===== src/rtl/xfer_pkg.sv =====
`timescale 1ns/1ps
package xfer_pkg;
  typedef enum logic [1:0] {
    ST_IDLE  = 2'd0,
    ST_XREQ  = 2'd1,
    ST_XWAIT = 2'd2,
    ST_MCMD  = 2'd3
  } xfer_state_t;
endpackage


===== src/rtl/chunk_calc.sv =====
`timescale 1ns/1ps
module chunk_calc #(
  parameter int PAGE_BITS = 12,
  parameter int LEN_W     = 16,
  localparam int CH_W     = PAGE_BITS + 1
) (
  input  logic [PAGE_BITS-1:0] page_off,
  input  logic [LEN_W-1:0]     remain,
  output logic [CH_W-1:0]      chunk
);
  localparam logic [CH_W-1:0] PAGE_BYTES = CH_W'(1) << PAGE_BITS;

  logic [CH_W-1:0]  room;
  logic [LEN_W-1:0] room_ext;

  always_comb begin
    room     = PAGE_BYTES - {1'b0, page_off};
    room_ext = LEN_W'(room);
    chunk    = (remain < room_ext) ? remain[CH_W-1:0] : room;
  end
endmodule


===== src/rtl/xfer_cursor.sv =====
`timescale 1ns/1ps
module xfer_cursor #(
  parameter int VA_W  = 32,
  parameter int LEN_W = 16,
  parameter int CH_W  = 13
) (
  input  logic             clk,
  input  logic             rst,
  input  logic             load,
  input  logic [VA_W-1:0]  load_va,
  input  logic [LEN_W-1:0] load_len,
  input  logic             step,
  input  logic [CH_W-1:0]  step_len,
  output logic [VA_W-1:0]  cur_va,
  output logic [LEN_W-1:0] cur_remain,
  output logic             is_last
);
  logic [VA_W-1:0]  va_q;
  logic [LEN_W-1:0] rem_q;

  always_ff @(posedge clk) begin
    if (rst) begin
      va_q  <= '0;
      rem_q <= '0;
    end else if (load) begin
      va_q  <= load_va;
      rem_q <= load_len;
    end else if (step) begin
      va_q  <= va_q + VA_W'(step_len);
      rem_q <= rem_q - LEN_W'(step_len);
    end
  end

  assign cur_va     = va_q;
  assign cur_remain = rem_q;
  assign is_last    = (rem_q == LEN_W'(step_len));
endmodule


===== src/rtl/xfer_splitter.sv =====
`timescale 1ns/1ps
module xfer_splitter
  import xfer_pkg::*;
#(
  parameter int VA_W      = 32,
  parameter int PA_W      = 40,
  parameter int LEN_W     = 16,
  parameter int PAGE_BITS = 12,
  localparam int CH_W     = PAGE_BITS + 1
) (
  input  logic             clk,
  input  logic             rst,
  input  logic             req_valid,
  output logic             req_ready,
  input  logic [VA_W-1:0]  req_vaddr,
  input  logic [LEN_W-1:0] req_len,
  input  logic             req_write,
  output logic             xl_valid,
  input  logic             xl_ready,
  output logic [VA_W-1:0]  xl_vaddr,
  input  logic             xl_resp_valid,
  input  logic [PA_W-1:0]  xl_resp_paddr,
  input  logic             xl_resp_fault,
  output logic             mem_valid,
  input  logic             mem_ready,
  output logic [PA_W-1:0]  mem_paddr,
  output logic [CH_W-1:0]  mem_len,
  output logic             mem_write,
  output logic             done,
  output logic             error
);
  xfer_state_t      state_q;
  logic [PA_W-1:0]  paddr_q;
  logic             wr_q;
  logic             done_q;
  logic             err_q;

  logic [VA_W-1:0]  cur_va;
  logic [LEN_W-1:0] cur_rem;
  logic [CH_W-1:0]  chunk;
  logic             is_last;
  logic             accept;
  logic             load;
  logic             mem_hs;

  assign accept = (state_q == ST_IDLE) && req_valid;
  assign load   = accept && (req_len != '0);
  assign mem_hs = (state_q == ST_MCMD) && mem_ready;

  xfer_cursor #(.VA_W(VA_W), .LEN_W(LEN_W), .CH_W(CH_W)) u_cursor (
    .clk       (clk),
    .rst       (rst),
    .load      (load),
    .load_va   (req_vaddr),
    .load_len  (req_len),
    .step      (mem_hs),
    .step_len  (chunk),
    .cur_va    (cur_va),
    .cur_remain(cur_rem),
    .is_last   (is_last)
  );

  chunk_calc #(.PAGE_BITS(PAGE_BITS), .LEN_W(LEN_W)) u_calc (
    .page_off(cur_va[PAGE_BITS-1:0]),
    .remain  (cur_rem),
    .chunk   (chunk)
  );

  always_ff @(posedge clk) begin
    if (rst) begin
      state_q <= ST_IDLE;
      paddr_q <= '0;
      wr_q    <= 1'b0;
      done_q  <= 1'b0;
      err_q   <= 1'b0;
    end else begin
      done_q <= 1'b0;
      err_q  <= 1'b0;
      unique case (state_q)
        ST_IDLE: begin
          if (accept) begin
            wr_q <= req_write;
            if (req_len == '0) done_q  <= 1'b1;
            else               state_q <= ST_XREQ;
          end
        end
        ST_XREQ: begin
          if (xl_ready) state_q <= ST_XWAIT;
        end
        ST_XWAIT: begin
          if (xl_resp_valid) begin
            if (xl_resp_fault) begin
              done_q  <= 1'b1;
              err_q   <= 1'b1;
              state_q <= ST_IDLE;
            end else begin
              paddr_q <= xl_resp_paddr;
              state_q <= ST_MCMD;
            end
          end
        end
        ST_MCMD: begin
          if (mem_ready) begin
            if (is_last) begin
              done_q  <= 1'b1;
              state_q <= ST_IDLE;
            end else begin
              state_q <= ST_XREQ;
            end
          end
        end
        default: state_q <= ST_IDLE;
      endcase
    end
  end

  assign req_ready = (state_q == ST_IDLE);
  assign xl_valid  = (state_q == ST_XREQ);
  assign xl_vaddr  = cur_va;
  assign mem_valid = (state_q == ST_MCMD);
  assign mem_paddr = paddr_q;
  assign mem_len   = chunk;
  assign mem_write = wr_q;
  assign done      = done_q;
  assign error     = err_q;
endmodule


===== config.mk =====
export PLATFORM = sky130hd
export DESIGN_NAME = xfer_splitter
export DESIGN_NICKNAME = d
export VERILOG_FILES = /design/src/rtl/xfer_pkg.sv /design/src/rtl/chunk_calc.sv /design/src/rtl/xfer_cursor.sv /design/src/rtl/xfer_splitter.sv
export SDC_FILE = /design/constraint.sdc
export NUM_CORES = 1
export LEC_CHECK = 0
export CAP_MARGIN = 20
export CELL_PAD_IN_SITES_DETAIL_PLACEMENT = 1
export CELL_PAD_IN_SITES_GLOBAL_PLACEMENT = 2
export CORE_ASPECT_RATIO = 0.7
export CORE_MARGIN = 3
export CORE_UTILIZATION = 28
export CTS_CLUSTER_SIZE = 25
export DETAILED_ROUTE_END_ITERATION = 8
export PLACE_DENSITY = 0.85
export SYNTH_ARGS = -nofsm -noshare
export SYNTH_HDL_FRONTEND = slang
export SYNTH_SLANG_ARGS = --single-unit

===== constraint.sdc =====
create_clock -name clk -period 7.7 [get_ports clk]
set_input_delay 1.925 -clock clk [delete_from_list [all_inputs] [get_ports clk]]
set_output_delay 1.925 -clock clk [all_outputs]
set_load 0.03 [all_outputs]

==> impl_results.md, run 1 <==
* Reg clk slew, reported paths at 80 ps
* Diode count at 0
* WL final at 24000 um
* Gr usage total at 19.9%
* Minimum clock period at 6890 ps
* Setup crit start kind: flip-flop
* Avg Inst Size Synth at 7.53 sq um
* First-pass DRT Iterations at 5
* Setup TNS at 0 ps
* TritonCTS clock tree: yes
* Vias in the first global route at 6457
* Hold Fails Final Rpt at 0
* Antenna violations before repair at 1
* Num CTS Buffers at 9
* Antenna-violating nets left at 0
* Final non-filler cell total at 1257
* Routability cong. at 0.843
* Max Clk Rate at 145 MHz
* Core Util, Final at 40.5%
* Core ar. at 21100 sq um
* Avg WL per Cell at 19.1 um
* Slew Viols, Final at 0
* Peak supply drop at 105 uV
* # setup viols final at 0
* Die Ht at 130 um
* Asr flop ratio synth at 0%
* HP Class: flip-flop to flip-flop
* Worst path bufs/invs at 4
* Seq/Total Area, Yosys at 30.4%
* Crit Path Max Fanout at 13
* Initial Utilization at 29.0%
* Most common cell on crit path: a21o_1
* CP Capture Type: output port
* Number of synthesized flops with an enable pin at 0
* Root Driver: clkbuf_16
* Post-CTS Setup Bufs at 0
* Ports at 187
* #FFs+latches synth at 93
* Syn Nets at 948
* Share of cells above drive strength 1 at 3.67%
* Area grow syn2layout at 39.6%
* CP cell instances: inv_1 > ha_1 > nor3b_2 > xnor2_1 > inv_1 > ha_1 > a21o_1 > a2111oi_0 > o21ai_0 > a21o_1 > a41oi_2 > or2_1 > buf_4 > a21o_1 > clkdlybuf4s50_1
* Yosys cell types at 66
* First-pass GRT wire length at 37700 um
* Slowest cell delay on critical path at 680 ps
* Worst-Margin Slew at 1020 ps
* Die Width at 183 um
* Cell family with most CP delay: compound AO/OA/AOI/OAI gates
* H-tree Lvls at 3
* Worst skew pair latency at 360 ps
* Synth top area cells: dfxtp_1 30%, nand2_1 8.3%, a21oi_1 8.2%, ha_1 7.6%, nand3_1 3.1%
* Hold_ws at 457 ps
* Via count at 6674
* Final period util at 89.5%
* Grt ovf at 0
* Crit-path slowest cell: clkdlybuf4s50_1
* Post-DP HPWL at 17700 um
* Worst path required time at 5780 ps
* Mapped Cells at 813
* Number of gates resized after CTS at 0
* # Max-Cap Violations at 0
* Worst clock skew at 10.7 ps
* Design Power at 1790 uW
* Net count, final at 1111
* R2R setup slack at 1250 ps
* Post-synth top area share at 30.4%
* Die area at 23700 sq um
* RSZ-0062 raised after global routing: no
* Status: complete, no violations
* IO Port Bufs at 186
* Hold buffer count at cts at 0
* Leak at 0.00322 uW
* Via density at 5.31
* Ys flop type: dfxtp_1
* WP data arrival at 4970 ps
* Largest net degree at the start of global routing at 88
* DRC Markers at 0
* Clk buf depth at 2
* Rel. slew slack at 32.2%
* First-iteration detailed-routing DRC count at 327
* Largest area contributor in the netlist: dfxtp_1
* Clock sink total at 93
* Mapped cell area at 6120 sq um
* P per Cell Area at 209 nW/um^2
* Placed cell count at 1240
* Rows at 44
* Critical path class: flip-flop to output port
* Ys Warns at 0
stage by stage:
step / area [sq um] / setup slack [ps]
after floorplan: 6120 / 2210
after global placement: 8230 / 1350
after detailed placement: 8230 / 1230
after CTS: 8530 / 792
after global routing: 8540 / 458
final: 8540 / 806
layer usage:
layer / share of wire (%) / wire, um / vias to the layer above / track usage [%]
met4: 0.89 / 213 / 2 / 3.67
met5: 0.037 / 9 / - / 0
met2: 41 / 9930 / 155 / 28.2
met3: 4.7 / 1140 / 15 / 3.76
li1: - / - / 3292 / -
met1: 53 / 12700 / 3210 / 31.1
where the power goes:
| part | internal (uW) | switching (uW) |
|---|---|---|
| logic | 324 | 450 |
| clock network | 232 | 235 |
| registers | 504 | 43.7 |
cells by family (layout without fill, tap and decap cells):
logic type                 count (synthesis)  after routing  share of synthesized area (%)
and+or+nand+nor                          320            320                           24.6
buffers and inverters                     76            244                           5.07
DFF                                       93             93                           30.4
xor gates and xnor gates                  30             30                           4.29
muxes                                      4              4                          0.736
AOI/OAI and AO/OA                        251            251                           26.6
adders and majority gates                 39             39                           8.22
Yosys cell counts (11+ instances only):
cell / number
nand2_1: 136
a21oi_1: 100
dfxtp_1: 93
nor2_1: 43
clkbuf_1: 38
nand3_1: 38
ha_1: 37
inv_1: 31
nor3_1: 30
o21ai_0: 27
a21o_1: 24
xnor2_1: 20
and3_1: 16
a31oi_1: 13
a221oi_1: 11
nor4_1: 11
registers in the layout (all words and copies together), names as in the netlist:
register	flops
mem_paddr	40
u_cursor.cur_va	32
u_cursor.cur_remain	16
state_q	2
done	1
error	1
mem_write	1
area by class of cell:
cell class	count	area, sq um
clock inverter	7	80.1
clock buffer	9	225
multi-input combinational	644	3970
fill	2589	12500
tap	276	345
timing repair buffer	197	1950
sequential	93	1860
inverter	31	116
final timing paths:
check | startpoint | to | cells after the start
max | u_cursor.cur_va[0] | mem_len[1] | 15
min | mem_paddr[36] | mem_paddr[36] | 2
max reg2reg | u_cursor.cur_va[0] | u_cursor.cur_va[22] | 24
min reg2reg | mem_paddr[36] | mem_paddr[36] | 2
layout by cell type, fill, tap and decap left out, types with 27 or more instances in the layout:
cell	instances
clkdlybuf4s50_1	185
nand2_1	136
a21oi_1	100
dfxtp_1	93
nor2_1	43
nand3_1	37
ha_1	37
inv_1	31
nor3_1	30
o21ai_0	27
worst register-to-register path, delay by kind of cell (launching register included):
kind                       cells  cell delay (ps)
AOI/OAI and AO/OA             11             3210
xor gates and xnor gates       1              160
adders and majority gates      4             1020
buffers and inverters          4              550
DFF                            1              500
and+or+nand+nor                4              910
No activity file was read; power rests on OpenSTA's default activity.
==> inputs of run 2 (changes only) <==
--- a/config.mk
+++ b/config.mk
@@ -14,6 +14,7 @@
 export CTS_CLUSTER_SIZE = 25
 export DETAILED_ROUTE_END_ITERATION = 8
 export PLACE_DENSITY = 0.85
+export SLEW_MARGIN = 10
 export SYNTH_ARGS = -nofsm -noshare
 export SYNTH_HDL_FRONTEND = slang
 export SYNTH_SLANG_ARGS = --single-unit
==> results of run 2 <==
Same layout as run 1: the final DEF is identical, and so are final timing and power.
==> inputs of run 3 (changes only) <==
--- a/config.mk
+++ b/config.mk
@@ -10,10 +10,10 @@
 export CELL_PAD_IN_SITES_GLOBAL_PLACEMENT = 2
 export CORE_ASPECT_RATIO = 0.7
 export CORE_MARGIN = 3
-export CORE_UTILIZATION = 28
+export CORE_UTILIZATION = 26
 export CTS_CLUSTER_SIZE = 25
 export DETAILED_ROUTE_END_ITERATION = 8
-export PLACE_DENSITY = 0.85
+export PLACE_DENSITY = 0.8
 export SLEW_MARGIN = 10
 export SYNTH_ARGS = -nofsm -noshare
 export SYNTH_HDL_FRONTEND = slang
==> constraint.sdc (replaced) <==
create_clock -name clk -period 6.51 [get_ports clk]
set_input_delay 1.6275 -clock clk [delete_from_list [all_inputs] [get_ports clk]]
set_output_delay 1.6275 -clock clk [all_outputs]
set_load 0.03 [all_outputs]
==> run 3 against run 2 <==
Effect of this change:
- global-route usage fell by 1.1 points
- largest power group unchanged
- via count down 0.37%
- critical path type unchanged
- wire length grew 0.64%
- highest routed layer unchanged
- flip-flop and latch count is the same
==> impl_results.md, run 3 (synthesis results as in run 1) <==
* First-pass DRT Iterations at 5 (unchanged)
* First-pass GRT wire length at 38300 um (+1.7%)
* RSZ-0062 raised after global routing: no
* Share of cells above drive strength 1 at 4.17% (+0.50 points)
* Initial Utilization at 26.7% (-2.3 points)
* H-tree Lvls at 3 (unchanged)
* CP Capture Type: output port
* Worst clock skew at 10.3 ps (-0.442 ps)
* Num CTS Buffers at 9 (unchanged)
* Leak at 0.00326 uW (+1.0%)
* Gr usage total at 18.8% (-1.1 points)
* Hold buffer count at cts at 0 (unchanged)
* Via density at 5.13 (-3.4%)
* # Max-Cap Violations at 0 (unchanged)
* Antenna-violating nets left at 0 (unchanged)
* Die Ht at 134 um (+3.6%)
* Commonest cells after routing, fill and taps aside: 183 x clkdlybuf4s50_1, 136 x nand2_1, 100 x a21oi_1, 92 x dfxtp_1, 43 x nor2_1
* Setup TNS at 0 ps (unchanged)
* Slowest cell delay on critical path at 690 ps (about the same)
* Critical path class: flip-flop to output port
* Worst-Margin Slew at 697 ps (-319 ps)
* WP data arrival at 4600 ps (-370 ps)
* Die Width at 189 um (+3.7%)
* Clock sink total at 93 (unchanged)
* Core ar. at 22900 sq um (+8.6%)
* Rel. slew slack at 53.2% (+21 points)
* Crit-path slowest cell: clkdlybuf4s50_1
* Via count at 6649 (-0.37%)
* Met3 global-route usage at 4.21% (+0.45 points)
* Peak supply drop at 172 uV (+63%)
* Ports at 187 (unchanged)
* Net count, final at 1114 (+0.27%)
* Max Clk Rate at 160 MHz
* Routability cong. at 0.844 (about the same)
* Worst skew pair latency at 370 ps (about the same)
* Crit Path Max Fanout at 23 (+10)
* Minimum clock period at 6230 ps
* IO Port Bufs at 186 (unchanged)
* HP Class: flip-flop to flip-flop
* Post-DP HPWL at 18100 um (+2.3%)
* DRC Markers at 0 (unchanged)
* First-iteration detailed-routing DRC count at 354 (+8.3%)
* Worst path bufs/invs at 4 (unchanged)
* P per Cell Area at 246 nW/um^2 (+17%)
* Clk buf depth at 2 (unchanged)
* Final period util at 95.7%
* # setup viols final at 0 (unchanged)
* Fillers at 2825 (+9.1%)
* Setup crit start kind: flip-flop
* Design Power at 2120 uW (+18%)
* Met2 Usage GRT at 26.5% (-1.6 points)
* Antenna violations before repair at 2 (+1)
* Hold Fails Final Rpt at 0 (unchanged)
* WL final at 24200 um (+0.64%)
* CP cell instances: inv_1 > ha_1 > nor3b_2 > xnor2_1 > inv_1 > ha_1 > a21o_1 > a2111oi_0 > o21ai_0 > a21o_1 > a211oi_2 > or2_1 > buf_4 > a21o_1 > clkdlybuf4s50_1
* TritonCTS clock tree: yes
* Die area at 25400 sq um (+7.4%)
* Gr busiest metal: met1
* Met1 Use GR at 29.0% (-2.1 points)
* Commonest non-fill, non-tap cell in the layout: clkdlybuf4s50_1
* Worst path required time at 4880 ps (-900 ps)
* Reg clk slew, reported paths at 80 ps (about the same)
* Hold_ws at 453 ps (-3.14 ps)
* Status: complete, no violations
* Area grow syn2layout at 40.7%
* Slew Viols, Final at 0 (unchanged)
* Max reg flops at 40 (unchanged)
* Rows at 46 (+4.5%)
* Largest net degree at the start of global routing at 56 (-36%)
* Cell family with most CP delay: compound AO/OA/AOI/OAI gates
* Vias in the first global route at 6562 (+1.6%)
* Most common cell on crit path: a21o_1
* Grt ovf at 0 (unchanged)
* Avg WL per Cell at 18.6 um (-2.5%)
* Core Util, Final at 37.6% (-2.9 points)
* Root Driver: clkbuf_16
-- run 3: changes by cell type in the layout (fill, tap and decap cells not counted), moves of 2 or more --
| cell | previous run | this run |
|---|---|---|
| buf_4 | 11 | 15 |
| dlymetal6s2s_1 | 0 | 2 |
| clkdlybuf4s50_1 | 185 | 183 |
| clkinvlp_4 | 1 | 3 |
-- run 3: tightest hold or removal path, cell delays in order, from the launching register on --
cell and delay, ps:
dfxtp_1 310, nand2_1 50, a21oi_1 50
-- run 3: metrics by stage --
step,cell area [sq um],setup WS [ps],instances
6_report,8610,278,1297
2_1_floorplan,6120,1020,813
3_5_place_dp,8300,458,1280
5_1_grt,8610,9.77,1297
3_3_place_gp,8300,647,1280
4_1_cts,8590,62.0,1296
-- run 3: report_power, final --
group,internal [uW],switching (uW)
logic,387,538
registers,597,51.2
clock network,268,276
-- run 3: final timing paths --
path                 startpoint                  end  slack [ps]  cells after the start
max          u_cursor.cur_va[1]          mem_len[11]         280                     15
min reg2reg        mem_paddr[0]         mem_paddr[0]         450                      2
min                mem_paddr[0]         mem_paddr[0]         450                      2
max reg2reg  u_cursor.cur_va[1]  u_cursor.cur_va[24]         540                     24
-- run 3: layer usage --
layer | share of wire, % | wire, um | up-vias
li1 | - | - | 3290
met1 | 53 | 12800 | 3175
met2 | 41 | 9800 | 165
met3 | 5.3 | 1280 | 17
met4 | 1.1 | 254 | 2
met5 | 0.058 | 14 | -
-- run 3: cell type report --
type	count	area [sq um]	share of cell area (%)
multi-input combinational	644	3970	46.2
inverter	31	116	1.35
timing repair buffer	200	1970	22.9
antenna	1	2.50	0.0291
sequential	93	1860	21.6
clock inverter	7	67.6	0.785
clock buffer	9	225	2.62
tap	312	390	4.54
-- run 3: what timing repair did --
action	in CTS	in global routing
hold endpoints to repair	0	0
setup endpoints to repair	0	20
gates resized for setup	0	4
setup buffers	0	0
